[src/rtl/bsa_pkg.sv]
package bsa_pkg;

    typedef enum logic [1:0] {
        ST_IDLE = 2'd0,
        ST_RUN  = 2'd1,
        ST_DONE = 2'd2
    } bsa_state_e;

endpackage

[src/rtl/bsa_fulladd.sv]
module bsa_fulladd (
    input  logic a_i,
    input  logic b_i,
    input  logic c_i,
    output logic s_o,
    output logic c_o
);

    logic half_x;

    always_comb begin
        half_x = a_i ^ b_i;
        s_o    = half_x ^ c_i;
        c_o    = (a_i & b_i) | (half_x & c_i);
    end

endmodule

[src/rtl/bsa_opshift.sv]
module bsa_opshift #(
    parameter int W = 32
) (
    input  logic         clk,
    input  logic         rst_n,
    input  logic         load_i,
    input  logic         step_i,
    input  logic [W-1:0] d_i,
    output logic         lsb_o
);

    logic [W-1:0] q_r;

    always_ff @(posedge clk or negedge rst_n) begin
        if (!rst_n) begin
            q_r <= '0;
        end else if (load_i) begin
            q_r <= d_i;
        end else if (step_i) begin
            q_r <= {1'b0, q_r[W-1:1]};
        end
    end

    assign lsb_o = q_r[0];

endmodule

[src/rtl/bsa_ctrl.sv]
module bsa_ctrl
    import bsa_pkg::*;
#(
    parameter int DATA_W  = 32,
    parameter int SHORT_W = 8,
    localparam int IDX_W  = $clog2(DATA_W)
) (
    input  logic             clk,
    input  logic             rst_n,
    input  logic             start_i,
    input  logic             wide_i,
    output logic             load_o,
    output logic             step_o,
    output logic             wide_o,
    output logic [IDX_W-1:0] idx_o,
    output logic             busy_o,
    output logic             done_o
);

    localparam logic [IDX_W-1:0] LAST_LONG  = IDX_W'(DATA_W - 1);
    localparam logic [IDX_W-1:0] LAST_SHORT = IDX_W'(SHORT_W - 1);

    bsa_state_e       state_r, state_n;
    logic [IDX_W-1:0] idx_r;
    logic [IDX_W-1:0] last_r;
    logic             wide_r;
    logic             at_last;

    assign at_last = (idx_r == last_r);

    // State register
    always_ff @(posedge clk or negedge rst_n) begin
        if (!rst_n) state_r <= ST_IDLE;
        else        state_r <= state_n;
    end

    // Next-state logic
    always_comb begin
        state_n = state_r;
        unique case (state_r)
            ST_IDLE: if (start_i) state_n = ST_RUN;
            ST_RUN:  if (at_last) state_n = ST_DONE;
            ST_DONE: state_n = start_i ? ST_RUN : ST_IDLE;
            default: state_n = ST_IDLE;
        endcase
    end

    // Output logic
    always_comb begin
        load_o = 1'b0;
        step_o = 1'b0;
        busy_o = 1'b0;
        done_o = 1'b0;
        unique case (state_r)
            ST_IDLE: load_o = start_i;
            ST_RUN: begin
                step_o = 1'b1;
                busy_o = 1'b1;
            end
            ST_DONE: begin
                load_o = start_i;
                done_o = 1'b1;
            end
            default: ;
        endcase
    end

    // Bit counter and latched length
    always_ff @(posedge clk or negedge rst_n) begin
        if (!rst_n) begin
            idx_r  <= '0;
            last_r <= LAST_LONG;
            wide_r <= 1'b1;
        end else if (load_o) begin
            idx_r  <= '0;
            last_r <= wide_i ? LAST_LONG : LAST_SHORT;
            wide_r <= wide_i;
        end else if (step_o && !at_last) begin
            idx_r <= idx_r + IDX_W'(1);
        end
    end

    assign idx_o  = idx_r;
    assign wide_o = wide_r;

    AST_DONE_PULSE: assert property (@(posedge clk) disable iff (!rst_n)
        done_o |=> !done_o);

    AST_STEP_ADVANCE: assert property (@(posedge clk) disable iff (!rst_n)
        (step_o && !at_last) |=> (busy_o && idx_r == $past(idx_r) + IDX_W'(1)));

    AST_START_RESTART: assert property (@(posedge clk) disable iff (!rst_n)
        (start_i && !busy_o) |=> (busy_o && idx_r == '0));

    AST_LEN_HELD: assert property (@(posedge clk) disable iff (!rst_n)
        (busy_o && !$past(load_o)) |-> $stable(last_r));

endmodule

[src/rtl/bsa_result.sv]
module bsa_result #(
    parameter int DATA_W = 32,
    localparam int IDX_W = $clog2(DATA_W)
) (
    input  logic              clk,
    input  logic              rst_n,
    input  logic              load_i,
    input  logic              step_i,
    input  logic [IDX_W-1:0]  idx_i,
    input  logic              sbit_i,
    input  logic              cnext_i,
    output logic              carry_o,
    output logic [DATA_W-1:0] sum_o
);

    logic              carry_r;
    logic [DATA_W-1:0] sum_r;

    always_ff @(posedge clk or negedge rst_n) begin
        if (!rst_n) begin
            carry_r <= 1'b0;
            sum_r   <= '0;
        end else if (load_i) begin
            carry_r <= 1'b0;
            sum_r   <= '0;
        end else if (step_i) begin
            carry_r        <= cnext_i;
            sum_r[idx_i]   <= sbit_i;
        end
    end

    assign carry_o = carry_r;
    assign sum_o   = sum_r;

    AST_RESULT_HOLD: assert property (@(posedge clk) disable iff (!rst_n)
        (!load_i && !step_i) |=> ($stable(sum_r) && $stable(carry_r)));

    AST_CARRY_CLEARED: assert property (@(posedge clk) disable iff (!rst_n)
        load_i |=> (carry_r == 1'b0));

endmodule

[src/rtl/bit_serial_adder.sv]
module bit_serial_adder #(
    parameter int DATA_W  = 32,
    parameter int SHORT_W = 8
) (
    input  logic              clk,
    input  logic              rst_n,
    input  logic              start_i,
    input  logic              wide_i,
    input  logic [DATA_W-1:0] opa_i,
    input  logic [DATA_W-1:0] opb_i,
    output logic              busy_o,
    output logic              done_o,
    output logic [DATA_W-1:0] sum_o,
    output logic              cout_o
);

    localparam int IDX_W = $clog2(DATA_W);

    logic             load_w, step_w, wide_w;
    logic [IDX_W-1:0] idx_w;
    logic             abit_w, bbit_w, sbit_w, cnext_w, carry_w;

    bsa_ctrl #(.DATA_W(DATA_W), .SHORT_W(SHORT_W)) u_ctrl (
        .clk(clk), .rst_n(rst_n), .start_i(start_i), .wide_i(wide_i),
        .load_o(load_w), .step_o(step_w), .wide_o(wide_w), .idx_o(idx_w),
        .busy_o(busy_o), .done_o(done_o)
    );

    bsa_opshift #(.W(DATA_W)) u_opa (
        .clk(clk), .rst_n(rst_n), .load_i(load_w), .step_i(step_w),
        .d_i(opa_i), .lsb_o(abit_w)
    );

    bsa_opshift #(.W(DATA_W)) u_opb (
        .clk(clk), .rst_n(rst_n), .load_i(load_w), .step_i(step_w),
        .d_i(opb_i), .lsb_o(bbit_w)
    );

    bsa_fulladd u_fa (
        .a_i(abit_w), .b_i(bbit_w), .c_i(carry_w),
        .s_o(sbit_w), .c_o(cnext_w)
    );

    bsa_result #(.DATA_W(DATA_W)) u_res (
        .clk(clk), .rst_n(rst_n), .load_i(load_w), .step_i(step_w),
        .idx_i(idx_w), .sbit_i(sbit_w), .cnext_i(cnext_w),
        .carry_o(carry_w), .sum_o(sum_o)
    );

    assign cout_o = carry_w;

    AST_BUSY_DONE_EXCL: assert property (@(posedge clk) disable iff (!rst_n)
        !(busy_o && done_o));

    AST_BYTE_UPPER_ZERO: assert property (@(posedge clk) disable iff (!rst_n)
        (done_o && !wide_w) |-> (sum_o[DATA_W-1:SHORT_W] == '0));

endmodule

[config.mk]
export PLATFORM = sky130hd
export DESIGN_NAME = bit_serial_adder
export DESIGN_NICKNAME = d
export VERILOG_FILES = /design/src/rtl/bsa_pkg.sv /design/src/rtl/bsa_fulladd.sv /design/src/rtl/bsa_opshift.sv /design/src/rtl/bsa_ctrl.sv /design/src/rtl/bsa_result.sv /design/src/rtl/bit_serial_adder.sv
export SDC_FILE = /design/constraint.sdc
export NUM_CORES = 1
export LEC_CHECK = 0
export ABC_AREA = 1
export BUFFER_PORTS_ARGS = -buffer_cell sky130_fd_sc_hd__buf_2
export CORE_MARGIN = 8
export CORE_UTILIZATION = 57
export CTS_BUF_LIST = sky130_fd_sc_hd__clkbuf_8
export CTS_CLUSTER_SIZE = 24
export DETAILED_ROUTE_END_ITERATION = 16
export PLACE_DENSITY = 0.93
export SLEW_MARGIN = 20
export SYNTH_ARGS = -nofsm -noshare
export SYNTH_HDL_FRONTEND = slang
export SYNTH_SLANG_ARGS = --single-unit
[constraint.sdc]
create_clock -name clk -period 2 [get_ports clk]
set_input_delay 0.5 -clock clk [delete_from_list [all_inputs] [get_ports clk]]
set_output_delay 0.5 -clock clk [all_outputs]
set_load 0.01 [all_outputs]
==> results.yml <==
yosys:
  yosys.cell_count.top_type: "o21ai_0"
  avgSynthCellArea_um2: 8.42
  synth_area_leader_cell: "dfrtp_1"
  synth-seq-cells: 105
  ys_seq_area_share_pct: 51.9
  synth_top_area_share_pct: 51.3
  syn_area_um2: 5070
  ys_async_sr_fraction_pct: 100
  synth_cell_types: 29
  synth_area_leaders: "dfrtp_1, o21ai_0, inv_1, nand2_1, o21ai_1"
  syn_nets: 675
  yosys_warnings: 0
  ys_top_cells_by_count: "o21ai_0, dfrtp_1, inv_1"
  synth_top_flop_cell: "dfrtp_1"
  synth-edff-count: 0
  netlist_instances: 602
drt:
  drc_errors: 0
  drt_iter0_drc: 387
  wl_per_cell_um: 16.1
  vias: 4518
  viasPerCell: 5.62
  drt-total-wl_um: 12900
  final_antenna_net_count: 0
  drtPass1Iterations: 5
clock_network:
  cts_tree: "built"
  clk_latency_ps: 370
  cts-buffers-inserted: 9
  clk_pin_slew_ps: 100
  ctsHtreeMaxLevel: 3
  cts_buffer_depth: 2
  cts-root-buf: "clkbuf_8"
  cts-hold-fix-buffers: 0
  clock_sinks: 105
worst_setup_path:
  cpMaxStageDelayCell: "dfrtp_1"
  endpoint_kind: "output pin"
  reg2reg_slack_ps: 190
  r2r-end: "u_res.sum_o[23]"
  r2r-start: "u_res.carry_o"
  critical-path-max-stage-delay_ps: 380
  crit_path_max_fanout: 19
  rr_worst_depth: 5
  crit_chain: "inv_1, nand2_8, inv_4, buf_2"
  critical_path_required_ps: 1500
  startpoint_type: "flop"
  path_class: "flop to output pin"
  critPathArrivalTime_ps: 1380
sta:
  fin_skew_ps: 11.7
  hold_viol_final: 0
  fmax_mhz: 532
  fin_crit_sh_pct: 93.9
  setup_viol_count_final: 0
  rsz0062_at_grt: "no"
  fin_hold_ws_ps: 15.6
  slew_violations: 0
  worst_pin_slew_ps: 428
  slew_headroom_pct: 71.5
  period_minus_slack_ps: 1880
  finalSetupTns_ps: 0
worst_hold_path:
  hp-class: "input pin to asynchronous set/reset pin"
power_and_ir_drop:
  leakage_nw: 3.01
  power.density_nw_per_um2: 1550
  ir_drop_mv: 0.754
global_route:
  met2_usage_pct: 36.6
  met1_usage_pct: 26.9
  grt.overflow.total: 0
  use_met3_pct: 3.90
  grt_max_degree: 65
  busiest_layer: "met2"
  antenna_found_initial: 0
  grt_pass1_vias: 4440
  track_usage_pct: 21.6
  grt_pass1_wl_um: 20800
die:
  die_x_um: 110
  io_pins: 103
  core_area_um2: 8680
  die_h_um: 110
  start_util_pct: 58.4
  rows: 34
  die_area_um2: 12200
place:
  place_congestion: 0.883
  dp_hpwl_um: 8950
  io_buffers: 102
layout:
  insertedDiodeCount: 0
  final_layout_size_suffix_gt1_share_pct: 20.5
  fin_nets: 764
  syn_to_final_growth_pct: 15.4
run_status:
  status: "finished, final reports clean"
flow_run:
  maxCapViolations: 0
## report_power, final
group | internal, mW | switching, mW | total [mW]
combinational | 1.35 | 2.71 | 4.06
sequential | 3.08 | 0.440 | 3.51
clock | 0.772 | 0.710 | 1.48
total | 5.20 | 3.86 | 9.06
## critical path: cells and delay by family, from the launching register on
family | cells | cell delay, ps
flip-flops | 1 | 380
buffers and inverters | 3 | 470
AND/OR/NAND/NOR | 1 | 160
## area by class of cell
class                   count  area, um2
clock buffers              11        151
clock inverters             5       77.6
fillers                   679       2830
inverters                  99        374
multi-input cells         363       1870
flip-flops and latches    105       2630
well taps                 108        135
repair buffers            113        621
## cell families (layout without fill, tap and decap cells)
kind of cell	after synthesis	after routing	share of synthesized area [%]
compound gates	209	209	21.8
flops	105	105	51.9
buf+inv	134	228	11.6
fa+ha+maj	5	5	1.38
simple gates	149	149	13.3
## stage by stage
step	std cells	utilization [%]	power, mW	cell area, um2	worst slack (ps)
3_3_place_gp	788	64.7	7.25	5610	326
5_1_grt	804	67.4	9.80	5850	31.7
2_1_floorplan	602	-	6.39	5070	348
4_1_cts	804	67.3	9.05	5840	32.7
6_report	804	67.4	9.06	5850	121
3_5_place_dp	788	64.7	7.54	5610	204
## sequential cells by signal, summed over array words and instances, names as in the netlist
name	cells
u_ctrl.idx_o	5
u_ctrl.last_r	1
u_opb.q_r	32
u_res.sum_o	32
u_res.carry_o	1
u_opa.q_r	32
u_ctrl.state_r	2
## what timing repair did
item | 4_1_cts | 5_1_grt
gates resized for setup | 0 | 2
buffers inserted | 0 | 0
setup endpoints to repair | 0 | 1
## worst max-delay path by stage
stage,depth (start not counted),to,slack [ps],start
CTS,4,busy_o,30,u_ctrl.state_r[1]
floorplan,6,u_res.sum_o[13],350,u_res.carry_o
global placement,5,u_res.sum_o[15],330,u_res.carry_o
detailed placement,5,u_res.sum_o[23],200,u_res.carry_o
finish,4,busy_o,120,u_ctrl.state_r[1]
global route,4,busy_o,30,u_ctrl.state_r[1]
## layout by cell type (no fill, tap or decap), types with 4 or more instances in the layout
cell	count
o21ai_0	146
dfrtp_1	104
buf_2	101
inv_1	93
nand2_1	59
nor2_1	40
o21ai_1	31
nor3_1	21
nand3_1	17
a22oi_1	17
clkbuf_8	11
buf_4	10
a21oi_1	8
inv_2	6
nand4_1	5
ha_1	4
## layer usage
| layer | vias to the layer above | wire length, um | part of all wire, % |
|---|---|---|---|
| met5 | - | 0 | 0 |
| met4 | 0 | 293 | 2.3 |
| met3 | 25 | 708 | 5.5 |
| met2 | 146 | 6650 | 51 |
| met1 | 2196 | 5270 | 41 |
| li1 | 2151 | - | - |
No activity file was read; power rests on OpenSTA's default activity.
